**config.mk**
```make
export PLATFORM = sky130hd
export DESIGN_NAME = fft4_stage
export DESIGN_NICKNAME = d
export VERILOG_FILES = /design/src/rtl/fft4_pkg.sv /design/src/rtl/fft4_twiddle_lane.sv /design/src/rtl/fft4_add_row.sv /design/src/rtl/fft4_stage.sv
export SDC_FILE = /design/constraint.sdc
export NUM_CORES = 1
export LEC_CHECK = 0
export CELL_PAD_IN_SITES_DETAIL_PLACEMENT = 0
export CELL_PAD_IN_SITES_GLOBAL_PLACEMENT = 1
export CORE_MARGIN = 1
export CORE_UTILIZATION = 45
export CTS_CLUSTER_DIAMETER = 200
export DETAILED_ROUTE_END_ITERATION = 8
export GPL_ROUTABILITY_DRIVEN = 0
export HOLD_SLACK_MARGIN = 0.1
export PLACE_DENSITY = 0.84
export SLEW_MARGIN = 20
export SYNTH_ARGS = -nofsm -noshare
export SYNTH_HDL_FRONTEND = slang
export SYNTH_HIERARCHICAL = 1
export SYNTH_SLANG_ARGS = --single-unit
```
**constraint.sdc**
```tcl
create_clock -name clk -period 2.3 [get_ports clk]
set_input_delay 0.46 -clock clk [delete_from_list [all_inputs] [get_ports clk]]
set_output_delay 0.46 -clock clk [all_outputs]
set_load 0.01 [all_outputs]
```
**src/rtl/fft4_pkg.sv**
```systemverilog
package fft4_pkg;

  localparam int LANES     = 4;
  localparam int LAT_MUL   = 2;
  localparam int LAT_ADD   = 1;
  localparam int STAGE_LAT = LAT_MUL + 2 * LAT_ADD;

  // multiplier of the trivial twiddle row: j^code
  typedef enum logic [1:0] {
    ROT_POS_ONE = 2'd0,
    ROT_POS_J   = 2'd1,
    ROT_NEG_ONE = 2'd2,
    ROT_NEG_J   = 2'd3
  } rot_e;

  // drop s fraction bits, ties rounded away from zero
  function automatic logic signed [63:0] round_half_away(
      input logic signed [63:0] v, input int s);
    logic signed [63:0] bias;
    bias = (64'sd1 <<< (s - 1)) - (v[63] ? 64'sd1 : 64'sd0);
    return (v + bias) >>> s;
  endfunction

endpackage

```
**src/rtl/fft4_twiddle_lane.sv**
```systemverilog
module fft4_twiddle_lane #(
  parameter int         IN_INT   = 1,
  parameter int         IN_FRAC  = 4,
  parameter int         OUT_FRAC = 9,
  parameter bit         GENERAL  = 1'b0,
  parameter logic [1:0] ROT      = 2'd0,
  parameter int         CW       = 16,
  parameter int         CF       = 14,
  parameter int         C_RE     = 16384,
  parameter int         C_IM     = 0,
  localparam int IW = IN_INT + IN_FRAC,
  localparam int MF = GENERAL ? OUT_FRAC : IN_FRAC,
  localparam int OW = IN_INT + MF
) (
  input  logic                 clk,
  input  logic                 rst_n,
  input  logic signed [IW-1:0] in_re,
  input  logic signed [IW-1:0] in_im,
  output logic signed [OW-1:0] out_re,
  output logic signed [OW-1:0] out_im
);

  generate
    if (GENERAL) begin : g_general
      localparam int PW = IW + CW;
      localparam int SW = PW + 1;
      localparam int SH = IN_FRAC + CF - MF;
      localparam logic signed [CW-1:0] CR = CW'(C_RE);
      localparam logic signed [CW-1:0] CI = CW'(C_IM);

      logic signed [PW-1:0] p_rr, p_ii, p_ri, p_ir;
      logic signed [SW-1:0] sum_re, sum_im;

      // level 1: four exact partial products
      always_ff @(posedge clk or negedge rst_n) begin
        if (!rst_n) begin
          p_rr <= '0;
          p_ii <= '0;
          p_ri <= '0;
          p_ir <= '0;
        end else begin
          p_rr <= PW'(in_re) * PW'(CR);
          p_ii <= PW'(in_im) * PW'(CI);
          p_ri <= PW'(in_re) * PW'(CI);
          p_ir <= PW'(in_im) * PW'(CR);
        end
      end

      always_comb begin
        sum_re = SW'(p_rr) - SW'(p_ii);
        sum_im = SW'(p_ri) + SW'(p_ir);
      end

      // level 2: one rounding of each exact complex component
      always_ff @(posedge clk or negedge rst_n) begin
        if (!rst_n) begin
          out_re <= '0;
          out_im <= '0;
        end else begin
          out_re <= OW'(fft4_pkg::round_half_away(64'(sum_re), SH));
          out_im <= OW'(fft4_pkg::round_half_away(64'(sum_im), SH));
        end
      end
    end else begin : g_trivial
      logic signed [IW-1:0] r1_re, r1_im;
      logic [1:0]           warm;
      logic signed [63:0]   mag_in, mag_out;

      // level 1: exact rotation by a power of j
      always_ff @(posedge clk or negedge rst_n) begin
        if (!rst_n) begin
          r1_re <= '0;
          r1_im <= '0;
        end else begin
          unique case (fft4_pkg::rot_e'(ROT))
            fft4_pkg::ROT_POS_ONE: begin r1_re <= in_re;  r1_im <= in_im;  end
            fft4_pkg::ROT_POS_J:   begin r1_re <= -in_im; r1_im <= in_re;  end
            fft4_pkg::ROT_NEG_ONE: begin r1_re <= -in_re; r1_im <= -in_im; end
            default:               begin r1_re <= in_im;  r1_im <= -in_re; end
          endcase
        end
      end

      // level 2: balancing register so both row variants share one latency
      always_ff @(posedge clk or negedge rst_n) begin
        if (!rst_n) begin
          out_re <= '0;
          out_im <= '0;
          warm   <= '0;
        end else begin
          out_re <= r1_re;
          out_im <= r1_im;
          if (warm != 2'd2) warm <= warm + 2'd1;
        end
      end

      always_comb begin
        mag_in  = 64'(in_re) * 64'(in_re) + 64'(in_im) * 64'(in_im);
        mag_out = 64'(out_re) * 64'(out_re) + 64'(out_im) * 64'(out_im);
      end

      // a rotation by a power of j keeps the squared magnitude exactly
      assert_rot_keeps_mag_R4: assert property (@(posedge clk) disable iff (!rst_n)
        (warm == 2'd2) |-> (mag_out == $past(mag_in, 2)));
    end
  endgenerate

endmodule

```
**src/rtl/fft4_add_row.sv**
```systemverilog
module fft4_add_row #(
  parameter int W      = 5,
  parameter bit SECOND = 1'b0
) (
  input  logic             clk,
  input  logic             rst_n,
  input  logic signed [W-1:0] i_re [4],
  input  logic signed [W-1:0] i_im [4],
  output logic signed [W:0]   o_re [4],
  output logic signed [W:0]   o_im [4]
);

  localparam int OW = W + 1;

  logic warm;

  always_ff @(posedge clk or negedge rst_n) begin
    if (!rst_n) warm <= 1'b0;
    else        warm <= 1'b1;
  end

  generate
    if (!SECOND) begin : g_row1
      always_ff @(posedge clk or negedge rst_n) begin
        if (!rst_n) begin
          for (int k = 0; k < 4; k++) begin
            o_re[k] <= '0;
            o_im[k] <= '0;
          end
        end else begin
          o_re[0] <= OW'(i_re[0]) + OW'(i_re[2]);
          o_im[0] <= OW'(i_im[0]) + OW'(i_im[2]);
          o_re[1] <= OW'(i_re[0]) - OW'(i_re[2]);
          o_im[1] <= OW'(i_im[0]) - OW'(i_im[2]);
          o_re[2] <= OW'(i_re[1]) + OW'(i_re[3]);
          o_im[2] <= OW'(i_im[1]) + OW'(i_im[3]);
          o_re[3] <= OW'(i_re[1]) - OW'(i_re[3]);
          o_im[3] <= OW'(i_im[1]) - OW'(i_im[3]);
        end
      end

      logic signed [W+1:0] pair_re, pair_im, twice_re, twice_im;
      always_comb begin
        pair_re  = (W+2)'(o_re[0]) + (W+2)'(o_re[1]);
        pair_im  = (W+2)'(o_im[0]) + (W+2)'(o_im[1]);
        twice_re = (W+2)'(i_re[0]) <<< 1;
        twice_im = (W+2)'(i_im[0]) <<< 1;
      end

      // sum and difference of one pair recover twice the common term
      assert_row1_exact_R6: assert property (@(posedge clk) disable iff (!rst_n)
        warm |-> (pair_re == $past(twice_re) && pair_im == $past(twice_im)));
    end else begin : g_row2
      always_ff @(posedge clk or negedge rst_n) begin
        if (!rst_n) begin
          for (int k = 0; k < 4; k++) begin
            o_re[k] <= '0;
            o_im[k] <= '0;
          end
        end else begin
          o_re[0] <= OW'(i_re[0]) + OW'(i_re[2]);
          o_im[0] <= OW'(i_im[0]) + OW'(i_im[2]);
          o_re[2] <= OW'(i_re[0]) - OW'(i_re[2]);
          o_im[2] <= OW'(i_im[0]) - OW'(i_im[2]);
          // X1 = a1 - j*a3, X3 = a1 + j*a3
          o_re[1] <= OW'(i_re[1]) + OW'(i_im[3]);
          o_im[1] <= OW'(i_im[1]) - OW'(i_re[3]);
          o_re[3] <= OW'(i_re[1]) - OW'(i_im[3]);
          o_im[3] <= OW'(i_im[1]) + OW'(i_re[3]);
        end
      end

      logic signed [W+1:0] ev_re, ev_im, od_re, od_im;
      logic signed [W+1:0] t0_re, t0_im, t1_re, t1_im;
      always_comb begin
        ev_re = (W+2)'(o_re[0]) + (W+2)'(o_re[2]);
        ev_im = (W+2)'(o_im[0]) + (W+2)'(o_im[2]);
        od_re = (W+2)'(o_re[1]) + (W+2)'(o_re[3]);
        od_im = (W+2)'(o_im[1]) + (W+2)'(o_im[3]);
        t0_re = (W+2)'(i_re[0]) <<< 1;
        t0_im = (W+2)'(i_im[0]) <<< 1;
        t1_re = (W+2)'(i_re[1]) <<< 1;
        t1_im = (W+2)'(i_im[1]) <<< 1;
      end

      // opposite outputs add back to twice the feeding term
      assert_row2_exact_R7: assert property (@(posedge clk) disable iff (!rst_n)
        warm |-> (ev_re == $past(t0_re) && ev_im == $past(t0_im) &&
                  od_re == $past(t1_re) && od_im == $past(t1_im)));
    end
  endgenerate

endmodule

```
**src/rtl/fft4_stage.sv**
```systemverilog
module fft4_stage #(
  parameter int            IN_INT    = 1,
  parameter int            IN_FRAC   = 4,
  parameter int            OUT_FRAC  = 9,
  parameter bit            GENERAL   = 1'b0,
  parameter logic [7:0]    ROT_CODES = 8'b11_10_01_00,
  parameter int            CW        = 16,
  parameter int            CF        = 14,
  parameter logic [4*CW-1:0] TW_RE   = {16'sd6270, 16'sd11585, 16'sd15137, 16'sd16384},
  parameter logic [4*CW-1:0] TW_IM   = {-16'sd15137, -16'sd11585, -16'sd6270, 16'sd0},
  localparam int IW = IN_INT + IN_FRAC,
  localparam int MF = GENERAL ? OUT_FRAC : IN_FRAC,
  localparam int MW = IN_INT + MF,
  localparam int OW = MW + 2
) (
  input  logic            clk,
  input  logic            rst_n,
  input  logic            in_valid,
  input  logic [4*IW-1:0] in_re,
  input  logic [4*IW-1:0] in_im,
  output logic            out_valid,
  output logic [4*OW-1:0] out_re,
  output logic [4*OW-1:0] out_im
);

  localparam int LAT = fft4_pkg::STAGE_LAT;

  logic signed [IW-1:0]   x_re [4];
  logic signed [IW-1:0]   x_im [4];
  logic signed [MW-1:0]   y_re [4];
  logic signed [MW-1:0]   y_im [4];
  logic signed [MW:0]     a_re [4];
  logic signed [MW:0]     a_im [4];
  logic signed [MW+1:0]   f_re [4];
  logic signed [MW+1:0]   f_im [4];

  genvar k;
  generate
    for (k = 0; k < fft4_pkg::LANES; k++) begin : g_lane
      localparam logic signed [CW-1:0] CRE = TW_RE[k*CW +: CW];
      localparam logic signed [CW-1:0] CIM = TW_IM[k*CW +: CW];

      assign x_re[k] = in_re[k*IW +: IW];
      assign x_im[k] = in_im[k*IW +: IW];

      fft4_twiddle_lane #(
        .IN_INT  (IN_INT),
        .IN_FRAC (IN_FRAC),
        .OUT_FRAC(OUT_FRAC),
        .GENERAL (GENERAL),
        .ROT     (ROT_CODES[2*k +: 2]),
        .CW      (CW),
        .CF      (CF),
        .C_RE    (int'(CRE)),
        .C_IM    (int'(CIM))
      ) u_tw (
        .clk   (clk),
        .rst_n (rst_n),
        .in_re (x_re[k]),
        .in_im (x_im[k]),
        .out_re(y_re[k]),
        .out_im(y_im[k])
      );

      assign out_re[k*OW +: OW] = f_re[k];
      assign out_im[k*OW +: OW] = f_im[k];
    end
  endgenerate

  fft4_add_row #(.W(MW), .SECOND(1'b0)) u_row1 (
    .clk(clk), .rst_n(rst_n),
    .i_re(y_re), .i_im(y_im), .o_re(a_re), .o_im(a_im)
  );

  fft4_add_row #(.W(MW + 1), .SECOND(1'b1)) u_row2 (
    .clk(clk), .rst_n(rst_n),
    .i_re(a_re), .i_im(a_im), .o_re(f_re), .o_im(f_im)
  );

  // valid tag walks beside the data
  logic [LAT-1:0] vpipe;
  logic [2:0]     since_rst;

  always_ff @(posedge clk or negedge rst_n) begin
    if (!rst_n) begin
      vpipe     <= '0;
      since_rst <= '0;
    end else begin
      vpipe <= {vpipe[LAT-2:0], in_valid};
      if (since_rst != 3'(LAT)) since_rst <= since_rst + 3'd1;
    end
  end

  assign out_valid = vpipe[LAT-1];

  // fixed four-cycle delay of the valid tag
  assert_valid_latency_R2: assert property (@(posedge clk) disable iff (!rst_n)
    (since_rst == 3'(LAT)) |-> (out_valid == $past(in_valid, 4)));

  // nothing can emerge before a valid input has crossed the pipe
  assert_quiet_after_reset_R1: assert property (@(posedge clk) disable iff (!rst_n)
    (since_rst < 3'(LAT)) |-> !out_valid);

  // energy of the two addition rows: sum |X|^2 = 4 * sum |y|^2
  logic signed [63:0] e_tw, e_out;
  always_comb begin
    e_tw  = '0;
    e_out = '0;
    for (int n = 0; n < 4; n++) begin
      e_tw  = e_tw  + 64'(y_re[n]) * 64'(y_re[n]) + 64'(y_im[n]) * 64'(y_im[n]);
      e_out = e_out + 64'(f_re[n]) * 64'(f_re[n]) + 64'(f_im[n]) * 64'(f_im[n]);
    end
  end

  // two exact addition rows scale the energy by exactly four
  assert_parseval_R7: assert property (@(posedge clk) disable iff (!rst_n)
    (since_rst >= 3'd2) |-> (e_out == ($past(e_tw, 2) <<< 2)));

endmodule

```
Yosys cells after proc, flatten, opt, wreduce, memory -nomap -nowiden
Index checks and enable logic that the tools add are counted.
{"block": "classes", "n_addsub": 20}
{"operator": "adder 6 x 6 -> 7 bit", "n": 4}
{"operator": "subtractor 6 x 6 -> 7 bit", "n": 4}
{"operator": "adder 5 x 5 -> 6 bit", "n": 4}
{"operator": "subtractor 5 x 5 -> 6 bit", "n": 4}
{"operator": "negator 5 bit", "n": 4}
{"block": "word_totals", "ff_bits": 188, "input_bits": 43, "output_inout_bits": 57}

Depth between registers and ports, before layout
Gate-level depths: netlist (run 1).
{"block": "depth", "ltp_word": 1, "ltp_mapped": 9}

Cells and area by module
Netlist (run 1), hierarchy kept.
{"module": "fft4_add_row (u_row2)", "instances": 1, "cells_per_inst": 345, "area_per_inst_um2": 3399.5, "seq_area_each_um2": 1301.2}
{"module": "fft4_add_row (u_row1)", "instances": 1, "cells_per_inst": 257, "area_per_inst_um2": 2676.3, "seq_area_each_um2": 1101.1}
{"module": "fft4_twiddle_lane (g_lane[1].u_tw ...)", "instances": 2, "cells_per_inst": 28, "area_per_inst_um2": 569.3, "seq_area_each_um2": 500.5}
{"module": "fft4_twiddle_lane (g_lane[2].u_tw)", "instances": 1, "cells_per_inst": 36, "area_per_inst_um2": 638.1, "seq_area_each_um2": 500.5}
{"module": "fft4_twiddle_lane (g_lane[0].u_tw)", "instances": 1, "cells_per_inst": 20, "area_per_inst_um2": 500.5, "seq_area_each_um2": 500.5}
{"module": "fft4_stage", "instances": 1, "cells_per_inst": 4, "area_per_inst_um2": 100.1, "seq_area_each_um2": 100.1}

Worst setup path before layout (run 1)
Ideal clock, no wire load.
{"block": "synth_path", "path_type": "reg2reg", "start": "register, netlist name u_row1/o_re[12]", "end": "register u_row2/o_re[11] (netlist bit)", "setup_time_ns": 0.118, "t_arrival_ns": 1.703, "t_required_ns": 2.182, "slack_ns": 0.479, "stages_incl_launch_ff": 10, "path_buffers": 1, "period_less_slack_ns": 1.821, "cell_sequence": "dfrtp_1 > buf_4 > inv_1 > ha_1 > inv_1 > fa_1 > a21oi_1 > nor2_1 > or3_1 > nor2b_1"}
{"item": "end, declared", "line_no": "fft4_add_row.sv:9", "source": "output logic signed [W:0] o_re [4],"}

==> results of run 1 <==
cells in the mapped netlist, types with 2 or more instances:
cell type  instances
a211o_1            3
a211oi_1           7
a21oi_1           30
a221o_1            2
a221oi_1           2
a22o_1             3
a22oi_1            3
a311o_1            2
a31oi_1            3
and3b_1            2
buf_1              4
buf_2              9
buf_4              8
buf_6              2
clkbuf_1           3
dfrtp_1          180
fa_1              16
ha_1              92
inv_1            116
nand2_1           12
nand2b_1          16
nand3_1            5
nor2_1            47
nor2b_1           14
nor3_1             8
nor3_2             4
nor3b_1            4
nor3b_2            4
nor4_1             2
nor4b_1            5
o21a_1             6
o21ai_0           10
o21ai_1            6
o21bai_1           7
o22ai_1            7
o31a_1             4
o31ai_1            2
o41ai_1            2
or3_1              2
xnor2_1           32
xor2_1            21
metrics by stage:
stage	std cells	util	power, mW
6_report	1056	0.5624	11.21
5_1_grt	1056	0.5624	11.96
4_1_cts	1056	0.5624	11.33
3_5_place_dp	1023	0.5288	8.303
3_3_place_gp	1023	0.5288	8.198
2_1_floorplan	718	-	6.719
power by group through the flow:
stage / Clock [mW] / Sequential [mW] / Combinational [mW]
final: 2.94 / 4.24 / 4.03
after global routing: 3.18 / 4.32 / 4.46
after CTS: 3.03 / 4.26 / 4.04
after detailed placement: 0 / 4.31 / 3.99
after global placement: 0 / 4.29 / 3.90
after floorplan: 0 / 4.46 / 2.26
final timing paths:
kind	to	slack, ps	cells past startpoint
worst max-delay path	u_row2/o_im[11]	390	8
worst min register to register	g_lane[0].u_tw/out_im[2]	340	0
max in group asynchronous	g_lane[1].u_tw/out_im[1]	1180	3
worst max register to register	u_row2/o_im[11]	390	8
min in group asynchronous	g_lane[0].u_tw/out_re[4]	470	2
worst min-delay path	g_lane[0].u_tw/out_im[2]	340	0
state kept, by name, indices dropped and copies added (netlist names):
signal,flops
u_row2/o_im,26
u_row2/o_re,26
u_row1/o_im,22
u_row1/o_re,22
g_lane.u_tw/g_trivial.r1_im,20
g_lane.u_tw/g_trivial.r1_re,20
g_lane.u_tw/out_im,20
g_lane.u_tw/out_re,20
vpipe,4
worst reg2reg max path, cell delays in order, from the launching register on:
cell,delay (ps)
dfrtp_1,410
inv_1,70
ha_1,180
inv_1,60
fa_1,420
a21oi_1,170
nor2_1,70
or3_1,300
nor2b_1,130
metal layers:
metal  GRT usage  wire length (um)  part of all wire  vias up
li1            -                 -                 -     2485
met2      0.2743              7048              0.50      125
met1      0.1958              6343              0.45     2454
met4     0.07135               252             0.018        0
met5           0                 0                 0        -
met3     0.03729               575             0.040       20
placed cells by master, fill, tap and decap left out, types with 17 or more instances in the layout:
cell type / count
a21oi_1: 30
clkbuf_16: 17
clkdlybuf4s50_1: 98
dfrtp_1: 180
ha_1: 92
inv_1: 116
nor2_1: 47
xnor2_1: 32
xor2_1: 21
final cells by class:
| cell class | count | share of cell area |
|---|---|---|
| Clock buffer | 19 | 0.04325 |
| Clock inverter | 13 | 0.01564 |
| Inverter | 117 | 0.04288 |
| Multi-Input combinational cell | 394 | 0.3272 |
| Sequential cell | 180 | 0.4398 |
| Tap cell | 229 | 0.02798 |
| Timing Repair Buffer | 104 | 0.1032 |
kinds of logic after synthesis:
group / synth area share
AO/OA/AOI/OAI: 0.07978
XOR/XNOR: 0.05491
adder cells (fa/ha/maj): 0.1741
buffers and inverters: 0.07075
flip-flops: 0.5329
multiplexers: 0.003108
AND/OR/NAND/NOR: 0.08452
==> impl_metrics.csv, run 1 <==
group,metric,value,unit
synth,synth.cell_area,8453,um^2
synth,synth-seq-cells,180,
synth,ys_seq_area_frac,0.5329,
critical_path,cp.arrival,2230,ps
power_and_ir_drop,combPwrFrac,0.360,
global_route,gr-total-overflow,0,
sta,skew,9.008,ps
power_and_ir_drop,power.switching,3.596,mW
synth,synth_top_area_frac,0.5329,
clock_network,postCtsResizedCells,0,
job,drv_cap,0,
die,die_h,139.1,um
sta,rsz0062_at_grt,"no",
cells_and_area,diodes,0,
clock_network,htreeDepth,4,
sta,fin_crit,1912,ps
drt,drcViolationCount,6,
sta,setup_tns,0,ps
power_and_ir_drop,p_int,7.616,mW
cells_and_area,design_area,10240,um^2
synth,syn_inst,718,
clock_network,cts-hold-fix-buffers,1,
power_and_ir_drop,power_density,1095,nW/um^2
run_status,violations,"DRC",
synth,synthesis.nets,869,
die,initial_core_util,0.4642,
clock_network,path_clk_slew,70,ps
die,core_area,18210,um^2
sta,timing.slew.headroom,0.7517,
drt,drt-total-wl,14.22,mm
critical_path,cp.required,2620,ps
sta,hold_viol,0,
cells_and_area,syn_to_final_growth,21.15,%
cells_and_area,fillers,1465,
critical_path,start_kind,"flip-flop",
placement,portBuffers,99,
synth,synth_largest_area_cell,"dfrtp_1",
global_route,grt_usage,0.1612,
clock_network,cts-buffers-inserted,17,
power_and_ir_drop,power_leakage,4.814,nW
power_and_ir_drop,clockPowerShare,0.262,
synth,async_flop_share,1.000,
critical_path,slowest_delay,420,ps
clock_network,clk_latency,430,ps
drt,drt-initial-drc-count,194,
placement,place_area,9628,um^2
critical_path,crit_path_max_fanout,4,
min_path,hp-class,"reg2reg",
sta,fin_ws,388.1,ps
critical_path,r2r_start,"u_row1/o_im[12]",
run_status,status,"finished, violations left",
placement,dp_hpwl,10.66,mm
drt,vias,5084,
critical_path,crit_path_top_delay_cell,"fa_1",
die,rows,49,
drt,firstDrtPassIters,9,
critical_path,crit_path_end_kind,"flip-flop",
sta,worstMarginPinSlew,372.4,ps
critical_path,crit_chain,"inv_1, ha_1, inv_1, fa_1, a21oi_1, nor2_1, or3_1, nor2b_1",
power_and_ir_drop,pwr-share-seq,0.378,
critical_path,crit_buf_inv,2,
clock_network,cts.sinks,180,
die,io_pins,100,
global_route,grt_antenna_before_repair,0,
drt,wl_per_cell,13.47,um
cells_and_area,multi_input_area,3351,um^2
critical_path,startpoint,"u_row1/o_im[12]",
placement,place_ws,400.9,ps
global_route,grt_first_pass_wirelength,24.51,mm
cells_and_area,fin_nets,965,
clock_network,cts_buffer_depth,2,
sta,drv_slew,0,
clock_network,cts_tree,"built",
critical_path,path_delay_family,"adder cells",
synth,synth-main-ff-cell,"dfrtp_1",
critical_path,path_class,"reg2reg",
synth,synth_edf_count,0,
synth,yosys_warnings,6,
synth,yosys.cell_types.count,52,
critical_path,crit_top_cell,"inv_1",
die,die_w,139.1,um
cells_and_area,regArea,4504,um^2
clock_network,cts_root_buf,"clkbuf_16",
sta,fin_hold_ws,342.1,ps
sta,fin_crit_sh,0.8313,
sta,setup_viol,0,
power_and_ir_drop,ir_drop,0.6801,mV
sta,fmax,523.0,MHz
drt,routed_via_density,4.814,
synth,synth.area.top_cells,"dfrtp_1, ha_1, inv_1, fa_1, xnor2_1",
min_path,hp-start,"g_lane[0].u_tw/g_trivial.r1_im[2]",
global_route,grt_pass1_vias,5254,
clock_network,postCtsSetupBuffers,0,
synth,syn_area_per_cell,11.77,um^2
drt,ant_nets,0,
die,fp.dieArea,19340,um^2
cells_and_area,drive_above_1_share,0.06046,
power_and_ir_drop,p_sw_frac,0.3208,
global_route,grt_max_degree,55,
No activity file was read; power rests on OpenSTA's default activity.
==> inputs of run 2 (changes only) <==
- CORE_UTILIZATION: 45 -> 41
- PLACE_DENSITY: 0.84 -> 0.81
- clock period: 2.3 -> 1.6 ns (I/O delays scaled with it)
==> run 2 against run 1 <==
  * The flow finishes with violations (setup timing)
  * Non-clock buffer count increased by 71
  * Design area increased by 10%
  * Utilization decreased by 0.48 points
  * Total power increased by 52%
  * Routed wire length increased by 3.6%
  * Sequential cell count unchanged
  * Critical path type unchanged
  * Highest routed layer unchanged
==> impl_metrics.csv, run 2 (synthesis gave the netlist of run 1 again) <==
group,metric,value,unit
critical_path,slowest_delay,400,ps
critical_path,crit_chain,"inv_1, ha_2, inv_2, fa_2, a21oi_2, nor2_1, or3_1, nor2b_1",
sta,fin_crit,1783,ps
run_status,status,"finished, violations left",
die,rows,52,
power_and_ir_drop,totalPowerFinal,17.03,mW
global_route,grt_first_pass_wirelength,24.23,mm
sta,rsz0062_at_grt,"yes",
drt,vias,5235,
power_and_ir_drop,power_leakage,5.298,nW
cells_and_area,diodes,0,
cells_and_area,top_regs,"u_row2/o_im: 26 flops, u_row2/o_re: 26 flops",
clock_network,clk_latency,430,ps
placement,portBuffers,99,
placement,dp_hpwl,10.73,mm
sta,fmax,560.8,MHz
global_route,gr-total-overflow,0,
global_route,grt_max_degree,39,
sta,fin_ws,-183.1,ps
cells_and_area,layout_commonest_cell,"dfrtp_1",
power_and_ir_drop,power_density,1510,nW/um^2
sta,hold_viol,0,
cells_and_area,layout_common_cells,"dfrtp_1, inv_1, ha_1, buf_4, dlygate4sd2_1",
drt,drt-total-wl,14.74,mm
drt,ant_nets,0,
run_status,violations,"setup timing",
global_route,grt_pass1_vias,5155,
job,drv_cap,0,
die,io_pins,100,
drt,drcViolationCount,0,
global_route,grt_antenna_before_repair,0,
clock_network,cts.sinks,180,
sta,worstMarginPinSlew,347.9,ps
sta,fin_hold_ws,324.4,ps
clock_network,path_clk_slew,70,ps
critical_path,cp.arrival,2100,ps
clock_network,cts_root_buf,"clkbuf_16",
clock_network,htreeDepth,4,
global_route,grt_usage,0.1462,
sta,skew,8.031,ps
placement,place_ws,-179.2,ps
sta,timing.slew.headroom,0.7681,
die,fp.dieArea,21200,um^2
die,die_h,145.6,um
critical_path,crit_path_max_fanout,3,
drt,routed_via_density,4.486,
cells_and_area,syn_to_final_growth,33.48,%
sta,drv_slew,0,
die,initial_core_util,0.4178,
die,core_area,20230,um^2
critical_path,crit_path_end_kind,"flip-flop",
cells_and_area,postLayoutCoreUtil,0.5576,
clock_network,cts-buffers-inserted,17,
critical_path,crit_path_top_delay_cell,"dfrtp_1",
power_and_ir_drop,ir_drop,0.7958,mV
min_path,hp-class,"in2reg",
cells_and_area,drive_above_1_share,0.2219,
drt,firstDrtPassIters,6,
sta,setup_viol,15,
drt,wl_per_cell,12.63,um
critical_path,start_kind,"flip-flop",
sta,setup_tns,-1333,ps
sta,fin_crit_sh,1.114,
critical_path,cp.required,1920,ps
critical_path,path_class,"reg2reg",
cells_and_area,fin_nets,1036,
clock_network,cts_buffer_depth,2,
clock_network,cts_tree,"built",
drt,drt-initial-drc-count,206,
die,die_w,145.6,um
-- run 2: cell count changes in the layout (fill, tap and decap cells not counted), sizes merged --
| cell | before | now |
|---|---|---|
| buf | 5 | 76 |
| bufinv | 2 | 4 |
| clkdlybuf4s50 | 98 | 41 |
| clkinv | 0 | 5 |
| clkinvlp | 1 | 3 |
| dlygate4sd2 | 0 | 57 |
| inv | 127 | 117 |
-- run 2: layer usage --
layer	wire (um)	track usage	vias to the layer above
met5	0	0	-
met4	246	0.05737	0
met3	467	0.03323	16
met2	7132	0.2356	98
met1	6892	0.1922	2495
li1	-	-	2626
-- run 2: metrics by stage --
stage | cell area (um^2) | cells
after floorplan | 8476 | 718
after global placement | 10170 | 1123
after detailed placement | 10170 | 1123
after CTS | 10930 | 1158
after global routing | 11280 | 1167
final | 11280 | 1167
-- run 2: what timing repair did --
item                       CTS  global route
gates cloned                 0             0
hold buffers                 1             0
hold endpoints to repair    26             0
resized for setup          105            48
buffers inserted             3             9
setup endpoints to repair   82            33
pin swaps                   18            24
-- run 2: area by class of cell --
type / count / area, um^2
multi-input combinational: 394 / 3820
fill: 1699 / 8951
clock inverter: 12 / 182.7
sequential: 180 / 4509
inverter: 117 / 441.7
timing repair buffer: 175 / 1559
clock buffer: 19 / 432.9
tap: 270 / 337.8
-- run 2: report_power, final --
part / switching (mW) / total (mW) / leakage, nW / internal (mW)
logic: 3.24 / 6.64 / 2.90 / 3.40
registers: 0.472 / 6.09 / 2.11 / 5.62
clock network: 1.70 / 4.31 / 0.289 / 2.61
-- run 2: final timing paths --
kind / slack [ps] / depth (start not counted) / startpoint / to
max: -180 / 8 / u_row1/o_im[12] / u_row2/o_im[11]
min: 320 / 1 / in_re[7] / g_lane[1].u_tw/g_trivial.r1_im[2]
max reg2reg: -180 / 8 / u_row1/o_im[12] / u_row2/o_im[11]
min reg2reg: 340 / 0 / g_lane[3].u_tw/g_trivial.r1_re[2] / g_lane[3].u_tw/out_re[2]
max in group asynchronous: 730 / 3 / rst_n / u_row1/o_re[0]
min in group asynchronous: 350 / 2 / rst_n / u_row2/o_im[13]
-- run 2: worst max-delay path, delay by kind of cell (launching register included) --
| family | cells | cell delay (ps) |
|---|---|---|
| adder cells (fa/ha/maj) | 2 | 540 |
| AND/OR/NAND/NOR | 3 | 490 |
| flip-flops | 1 | 400 |
| AO/OA/AOI/OAI | 1 | 140 |
| buffers and inverters | 2 | 110 |
==> inputs of run 3 (changes only) <==
- CAP_MARGIN: unset -> 5
- PLACE_DENSITY: 0.81 -> 0.76
==> run 3 against run 2 <==
  * The run still ends with setup timing left
  * Via count rose by 3.4%
  * Clock-buffer cell count stayed put
  * Sequential share of layout area shrank 0.17 points
  * Sequential cell count is the same
  * Total power decreased by 0.46%
  * Combinational power grew 2%
  * Fmax increased by 2.0%
  * Final cell count up 0.26%
  * Clock power decreased by 4.9%
  * Clock skew is 3.6 ps higher
  * Utilization rose by 0.27 points
==> impl_metrics.csv, run 3 (synthesis gave the netlist of run 1 again) <==
group,metric,value,unit
cells_and_area,top_regs,"u_row2/o_im: 26 flops, u_row2/o_re: 26 flops",
power_and_ir_drop,power_leakage,5.311,nW
min_path,hold-path-endpoint,"g_lane[0].u_tw/g_trivial.r1_re[4]",
critical_path,reg2regPathDepth,8,
clock_network,cts.sinks,180,
sta,fin_hold_ws,326.9,ps
global_route,gr-total-overflow,0,
critical_path,start_kind,"flip-flop",
placement,dp_hpwl,11.29,mm
drt,routed_via_density,4.625,
global_route,grt_antenna_before_repair,0,
sta,fmax,571.9,MHz
drt,drt-initial-drc-count,147,
die,initial_core_util,0.4178,
drt,drcViolationCount,0,
critical_path,crit_path_end_kind,"flip-flop",
clock_network,cts-buffers-inserted,17,
sta,skew,11.67,ps
critical_path,crit_path_max_fanout,3,
placement,portBuffers,99,
cells_and_area,syn_to_final_growth,34.13,%
critical_path,path_class,"reg2reg",
drt,wl_per_cell,13.21,um
critical_path,ff2ff_setup_slack,-150,ps
die,die_h,145.6,um
drt,dr_wl_met3,467,um
clock_network,clk_latency,430,ps
global_route,grt_pass1_vias,5557,
sta,setup_viol,18,
sta,worstMarginPinSlew,432.9,ps
clock_network,path_clk_slew,70,ps
cells_and_area,postLayoutCoreUtil,0.5604,
drt,drt-met1-wl,6.707,mm
critical_path,cp.required,1970,ps
sta,rsz0062_at_grt,"yes",
drt,vias,5411,
cells_and_area,layout_commonest_cell,"dfrtp_1",
clock_network,cts_tree,"built",
critical_path,path_delay_family,"adder cells",
min_path,hp-start,"in_re[4]",
sta,setup_tns,-1239,ps
min_path,worstHoldPathCells,1,
cells_and_area,design_area,11340,um^2
die,die_w,145.6,um
cells_and_area,layout_common_cells,"dfrtp_1, inv_1, ha_1, buf_4, dlygate4sd2_1",
sta,fin_crit,1748,ps
global_route,grt_max_degree,46,
sta,timing.slew.headroom,0.7114,
critical_path,r2r_start,"u_row1/o_im[6]",
sta,hold_viol,0,
die,rows,52,
cells_and_area,fin_nets,1038,
placement,place_area,10160,um^2
run_status,status,"finished, violations left",
drt,firstDrtPassIters,5,
sta,fin_crit_sh,1.093,
cells_and_area,drive_above_1_share,0.2411,
power_and_ir_drop,totalPowerFinal,16.95,mW
critical_path,slowest_delay,450,ps
critical_path,regToRegEndpoint,"u_row2/o_re[6]",
sta,drv_slew,0,
drt,top_layer,"met4",
clock_network,htreeDepth,4,
sta,fin_ws,-148.4,ps
drt,drt-total-wl,15.45,mm
drt,ant_nets,0,
global_route,grt_usage,0.1520,
run_status,violations,"setup timing",
die,fp.dieArea,21200,um^2
critical_path,crit_path_top_delay_cell,"dfrtp_2",
critical_path,cp.arrival,2120,ps
critical_path,crit_buf_inv,2,
drt,dr_wl_met2,8.016,mm
die,core_area,20230,um^2
min_path,hp-class,"in2reg",
clock_network,cts_buffer_depth,2,
die,io_pins,100,
cells_and_area,diodes,0,
job,drv_cap,0,
clock_network,cts_root_buf,"clkbuf_16",
critical_path,crit_chain,"buf_12, ha_4, inv_2, fa_2, a21oi_2, o21bai_1, a211oi_2, mux2_4",
global_route,grt_first_pass_wirelength,25.60,mm
power_and_ir_drop,power_density,1495,nW/um^2
power_and_ir_drop,ir_drop,0.7962,mV
run 3: cell types whose count changed in the layout (fill, tap and decap cells not counted), sizes merged:
cell and delta:
dlymetal6s2s +1, dlygate4sd2 -1, inv +5, buf +2, bufinv -2, clkinv -2
run 3: routing by layer:
| metal | global-route usage | up-vias |
|---|---|---|
| met1 | 0.1789 | 2633 |
| met4 | 0.05947 | 0 |
| li1 | - | 2645 |
| met5 | 0 | - |
| met2 | 0.2702 | 108 |
| met3 | 0.03323 | 25 |
run 3: layout make-up:
cell class | instances | area (um^2)
Clock buffer | 19 | 442.9
Sequential cell | 180 | 4512
Inverter | 117 | 441.7
Tap cell | 270 | 337.8
Fill cell | 1664 | 8896
Timing Repair Buffer | 177 | 1598
Clock inverter | 13 | 147.6
Multi-Input combinational cell | 394 | 3859
run 3: per-stage QoR:
step	instances	setup slack [ps]
detailed placement	1122	-191.4
CTS	1160	-171.6
global route	1170	-230.6
finish	1170	-148.4
floorplan	718	-165.5
global placement	1122	-148.3
run 3: power breakdown:
part / switching, mW / internal [mW]
combinational: 3.29 / 3.46
sequential: 0.485 / 5.62
clock: 1.73 / 2.37
total: 5.51 / 11.4
run 3: worst max path at each step:
stage          cells past startpoint             from              end  slack (ps)
6_report                           8   u_row1/o_im[6]   u_row2/o_re[6]        -150
5_1_grt                            8  u_row1/o_re[12]  u_row2/o_re[11]        -230
4_1_cts                            8  u_row1/o_re[12]  u_row2/o_re[11]        -170
3_5_place_dp                       7   u_row1/o_im[6]  u_row2/o_im[11]        -190
3_3_place_gp                       7   u_row1/o_im[6]  u_row2/o_im[11]        -150
2_1_floorplan                      9  u_row1/o_re[12]  u_row2/o_re[11]        -170
run 3: what timing repair did:
action,CTS,global route
hold buffers,1,0
endpoints found under the setup margin,85,39
setup buffers,5,11
pin swaps,15,26
endpoints found under the hold margin,34,0
resized for setup,103,70
